==> config.mk <==
export PLATFORM = sky130hd
export DESIGN_NAME = shb_bitop_unit
export DESIGN_NICKNAME = d
export VERILOG_FILES = /design/src/rtl/shb_pkg.sv /design/src/rtl/shb_shift_core.sv /design/src/rtl/shb_bit_core.sv /design/src/rtl/shb_bitop_unit.sv
export SDC_FILE = /design/constraint.sdc
export NUM_CORES = 1
export LEC_CHECK = 0
export CORE_MARGIN = 2
export CORE_UTILIZATION = 30
export DETAILED_ROUTE_END_ITERATION = 10
export GPL_ROUTABILITY_DRIVEN = 0
export SYNTH_ARGS = -nofsm -noshare
export SYNTH_HDL_FRONTEND = slang
export SYNTH_SLANG_ARGS = --single-unit
==> constraint.sdc <==
create_clock -name vclk -period 2.55
set_clock_uncertainty 0.15 [all_clocks]
set_input_delay 0.3825 -clock vclk [all_inputs]
set_output_delay 0.3825 -clock vclk [all_outputs]
set_load 0.05 [all_outputs]
==> src/rtl/shb_pkg.sv <==
package shb_pkg;

    typedef enum logic [3:0] {
        OP_ROL_CY   = 4'd0,
        OP_ROR_CY   = 4'd1,
        OP_ROL_CIRC = 4'd2,
        OP_ROR_CIRC = 4'd3,
        OP_SHL_A    = 4'd4,
        OP_SHR_A    = 4'd5,
        OP_SHR_L    = 4'd6,
        OP_NIB_SWAP = 4'd7,
        OP_BIT_TEST = 4'd8,
        OP_BIT_CLR  = 4'd9,
        OP_BIT_SET  = 4'd10
    } shb_op_e;

    localparam int FLG_Z = 3;
    localparam int FLG_N = 2;
    localparam int FLG_H = 1;
    localparam int FLG_C = 0;

endpackage

==> src/rtl/shb_shift_core.sv <==
module shb_shift_core
    import shb_pkg::*;
#(
    parameter int DATA_W = 8
) (
    input  logic [3:0]        op_i,
    input  logic [DATA_W-1:0] val_i,
    input  logic              cy_i,
    output logic [DATA_W-1:0] res_o,
    output logic              cout_o,
    output logic              hit_o
);
    localparam int HALF_W = DATA_W / 2;
    localparam int MSB    = DATA_W - 1;

    always_comb begin
        res_o  = val_i;
        cout_o = 1'b0;
        hit_o  = 1'b1;
        case (shb_op_e'(op_i))
            OP_ROL_CY: begin
                res_o  = {val_i[MSB-1:0], cy_i};
                cout_o = val_i[MSB];
            end
            OP_ROR_CY: begin
                res_o  = {cy_i, val_i[MSB:1]};
                cout_o = val_i[0];
            end
            OP_ROL_CIRC: begin
                res_o  = {val_i[MSB-1:0], val_i[MSB]};
                cout_o = val_i[MSB];
            end
            OP_ROR_CIRC: begin
                res_o  = {val_i[0], val_i[MSB:1]};
                cout_o = val_i[0];
            end
            OP_SHL_A: begin
                res_o  = {val_i[MSB-1:0], 1'b0};
                cout_o = val_i[MSB];
            end
            OP_SHR_A: begin
                res_o  = {val_i[MSB], val_i[MSB:1]};
                cout_o = val_i[0];
            end
            OP_SHR_L: begin
                res_o  = {1'b0, val_i[MSB:1]};
                cout_o = val_i[0];
            end
            OP_NIB_SWAP: begin
                res_o  = {val_i[HALF_W-1:0], val_i[MSB:HALF_W]};
                cout_o = 1'b0;
            end
            default: hit_o = 1'b0;
        endcase
    end

    // the exchanged value must hold the old low nibble on top
    always_comb begin
        if (op_i == OP_NIB_SWAP) begin
            p_swap_upper_r7: assert (res_o[MSB:HALF_W] == val_i[HALF_W-1:0] && !cout_o);
        end
    end

endmodule

==> src/rtl/shb_bit_core.sv <==
module shb_bit_core
    import shb_pkg::*;
#(
    parameter int DATA_W = 8,
    parameter int IDX_W  = $clog2(DATA_W)
) (
    input  logic [3:0]        op_i,
    input  logic [DATA_W-1:0] val_i,
    input  logic [IDX_W-1:0]  idx_i,
    output logic [DATA_W-1:0] res_o,
    output logic              picked_o,
    output logic              hit_o
);
    logic [DATA_W-1:0] sel;

    for (genvar g = 0; g < DATA_W; g++) begin : g_sel
        assign sel[g] = (idx_i == IDX_W'(g));
    end

    assign picked_o = |(val_i & sel);

    always_comb begin
        res_o = val_i;
        hit_o = 1'b1;
        case (shb_op_e'(op_i))
            OP_BIT_TEST: res_o = val_i;
            OP_BIT_CLR:  res_o = val_i & ~sel;
            OP_BIT_SET:  res_o = val_i | sel;
            default:     hit_o = 1'b0;
        endcase
    end

    // exactly one bit position is selected by the index
    always_comb begin
        p_sel_onehot_r9: assert ($countones(sel) == 1);
    end

endmodule

==> src/rtl/shb_bitop_unit.sv <==
module shb_bitop_unit
    import shb_pkg::*;
#(
    parameter int DATA_W = 8,
    localparam int IDX_W = $clog2(DATA_W)
) (
    input  logic [3:0]        op_i,
    input  logic [DATA_W-1:0] val_i,
    input  logic              cy_i,
    input  logic [IDX_W-1:0]  idx_i,
    input  logic              short_i,
    output logic [DATA_W-1:0] res_o,
    output logic              wr_en_o,
    output logic [3:0]        flags_o,
    output logic [3:0]        flag_mask_o
);
    logic [DATA_W-1:0] s_res, b_res;
    logic              s_cout, s_hit, b_pick, b_hit;
    logic              is_rot;

    shb_shift_core #(.DATA_W(DATA_W)) u_shift (
        .op_i   (op_i),
        .val_i  (val_i),
        .cy_i   (cy_i),
        .res_o  (s_res),
        .cout_o (s_cout),
        .hit_o  (s_hit)
    );

    shb_bit_core #(.DATA_W(DATA_W), .IDX_W(IDX_W)) u_bit (
        .op_i     (op_i),
        .val_i    (val_i),
        .idx_i    (idx_i),
        .res_o    (b_res),
        .picked_o (b_pick),
        .hit_o    (b_hit)
    );

    assign is_rot = (op_i <= OP_ROR_CIRC);

    always_comb begin
        res_o       = val_i;
        wr_en_o     = 1'b0;
        flags_o     = 4'b0000;
        flag_mask_o = 4'b0000;
        if (s_hit) begin
            res_o          = s_res;
            wr_en_o        = 1'b1;
            flags_o[FLG_Z] = (s_res == '0) && !(short_i && is_rot);
            flags_o[FLG_C] = s_cout;
            flag_mask_o    = 4'b1111;
        end else if (b_hit) begin
            res_o = b_res;
            if (op_i == OP_BIT_TEST) begin
                flags_o[FLG_Z] = !b_pick;
                flags_o[FLG_H] = 1'b1;
                flag_mask_o    = 4'b1110;
            end else begin
                wr_en_o = 1'b1;
            end
        end
    end

    always_comb begin
        // a flag that is not to be updated is driven low
        p_masked_low_r11: assert ((flags_o & ~flag_mask_o) == 4'b0000);
        // the test leaves the operand unwritten
        if (op_i == OP_BIT_TEST) begin
            p_test_nowrite_r8: assert (!wr_en_o && res_o == val_i && !flag_mask_o[FLG_C]);
        end
        // short-form rotates never report zero
        if (short_i && is_rot) begin
            p_short_z_r6: assert (!flags_o[FLG_Z]);
        end
        // left moves put the top operand bit into carry
        if (op_i == OP_ROL_CY || op_i == OP_ROL_CIRC || op_i == OP_SHL_A) begin
            p_left_carry_r5: assert (flags_o[FLG_C] == val_i[DATA_W-1]);
        end
    end

endmodule

==> results.py <==
metrics = {
    "detailed_routing": {
        "vias": 1178,
        "drc": 0,
        "first_pass_iters": 4,
        "post_drt_via_cell_ratio": 5.61,
        "drt-initial-drc-count": 32,
        "wl_per_cell_um": 14.3,
        "wl_mm": 3.01,
        "detail-route-antenna-nets": 0,
    },
    "worst_setup_path": {
        "cp.arrival_ns": 1.96,
        "cp_slowest_cell": "bufbuf_16",
        "worstSetupStartpointType": "primary input",
        "cp_cell_sequence": "dlygate4sd2_1 -> buf_6 -> buf_6 -> and2b_2 -> nand3_4 -> buf_6 -> o31ai_2 -> a31oi_1 -> bufbuf_16",
        "path_max_fanout": 6,
        "critPathMaxStageDelay_ns": 0.29,
        "cp.required_ns": 2.02,
        "crit_top_cell": "buf_6",
        "critPathKind": "primary input to primary output",
        "cp-end-kind": "primary output",
    },
    "logic_synthesis": {
        "yosysTopAreaCell": "mux2i_1",
        "synth.area.top_cells": "mux2i_1 (11%), o21ai_0 (7.7%), buf_4 (7.1%)",
        "synth_common_cells": "nand2_1 (13), nor2_1 (13), o21ai_0 (13)",
        "synth_top_family_by_area": "simple AND/OR/NAND/NOR gates",
        "synth_fa_ha_area_share_pct": 0,
        "avgSynthCellArea_um2": 6.40,
        "synth-compound-area-share_pct": 34.8,
        "yosysWarnings": 0,
        "ys_seq_area_share_pct": 0,
        "yosysUniqueCellTypes": 44,
        "syn_area_um2": 845,
        "synthMuxAreaShare_pct": 10.7,
        "syn_inst": 132,
        "synthXorXnorAreaFrac_pct": 1.04,
        "synth_top_area_share_pct": 10.7,
        "synth_nets": 149,
        "synth_simple_gate_area_share_pct": 38.4,
    },
    "pwr": {
        "cellLeakagePower_nw": 0.713,
        "internal_power_mw": 0.174,
        "pwr_density_cell_nw_per_um2": 233,
        "p_sw_mw": 0.192,
        "ir_drop_mv": 0.143,
        "p_comb_share_pct": 100.0,
        "power_mw": 0.366,
        "p_seq_share_pct": 0,
        "clockPowerShare_pct": 0,
        "netSwitchingFraction_pct": 52.4,
    },
    "finish": {
        "n_clock_buffer": 0,
        "drive_gt1_share_pct": 35.2,
        "antenna_cells": 0,
        "area_delta_synth_final_pct": 85.8,
        "post-route-util_pct": 57.9,
        "seq_cell_count": 0,
        "regArea_um2": 0,
        "fin_nets": 198,
    },
    "sta": {
        "rsz0062_at_grt": "no",
        "tns_ns": 0,
        "fin_crit_ns": 2.49,
        "hold_viol": 0,
        "final-setup-viol-count": 0,
        "period_share_pct": 97.6,
        "slew_violations": 0,
        "timing.fmax_ghz": 0.402,
        "fin_ws_ns": 0.0615,
        "hold_ws_ns": 1.18,
    },
    "min_path": {
        "hold_class": "primary input to primary output",
    },
    "floorplan": {
        "dieArea_um2": 3260,
        "io_pins": 34,
        "core_um2": 2710,
        "fp.dieH_um": 57.1,
        "die_w_um": 57.1,
        "rows": 19,
        "initial_core_util_pct": 31.2,
    },
    "place": {
        "io_buffer_count": 33,
        "dp_slack_ns": -0.163,
        "place_hpwl_mm": 2.36,
    },
    "global_routing": {
        "grt_max_degree": 17,
        "grt_pass1_wl_mm": 5.00,
        "grt_pass1_vias": 1137,
        "grt.total_usage_pct": 18.3,
        "overflow": 0,
        "antenna_found_initial": 0,
    },
    "flow_run": {
        "max_cap_viol_count": 0,
    },
    "run_status": {
        "run_status": "completed",
    },
    "clock_network": {
        "ctsHoldBuffers": 0,
    },
}
==> kinds of logic (layout without fill, tap and decap cells) <==
group           Yosys count  count (layout)
simple gates             58              58
compound gates           45              45
buf+inv                  18              65
mux                       9               9
other cells               1               1
xor+xnor                  1               1
==> placed cells by master (no fill, tap or decap), types with 4 or more instances in the layout <==
cell type	count
nand2_1	13
buf_12	14
a31oi_1	4
nor3_1	4
mux2i_1	9
clkdlybuf4s50_1	8
nand3_1	5
buf_6	4
nor2_1	13
o21ai_1	5
buf_4	28
dlymetal6s2s_1	6
o21ai_0	10
a21oi_1	6
==> metal layers <==
metal	GRT usage (%)	part of all wire [%]	vias up
li1	-	-	579
met1	23.4	43	557
met2	34.5	51	40
met3	1.36	5.2	2
met4	1.66	0.43	0
met5	0	0	-
==> final timing paths <==
kind	from	to	cells after the start
worst max-delay path	op_i[1]	res_o[1]	9
worst min-delay path	op_i[3]	flag_mask_o[0]	4
==> repair_timing <==
action	4_1_cts	5_1_grt
endpoints found under the setup margin	6	7
pin swaps	7	4
setup buffers	3	0
resized for setup	14	12
==> through the flow <==
stage / std cells / area, µm²
final: 210 / 1570
after detailed placement: 207 / 1460
after global placement: 207 / 1460
after CTS: 210 / 1540
after global routing: 210 / 1570
after floorplan: 132 / 856
==> layout make-up <==
cell class / count / area (µm²)
inverter: 1 / 3.75
timing repair buffer: 64 / 749
multi-input combinational: 114 / 777
tap: 31 / 38.8
fill: 249 / 1140
==> power by group through the flow <==
stage | sequential, mW | clock [mW] | combinational, mW
2_1_floorplan | 0 | 0 | 0.190
3_3_place_gp | 0 | 0 | 0.347
3_5_place_dp | 0 | 0 | 0.349
4_1_cts | 0 | 0 | 0.362
5_1_grt | 0 | 0 | 0.386
6_report | 0 | 0 | 0.366
==> critical path, delay by kind of cell <==
kind	cells	cell delay (ns)
AOI/OAI and AO/OA	2	0.32
buffers and inverters	5	0.92
and+or+nand+nor	2	0.33
(Power assumes the default switching activity.)
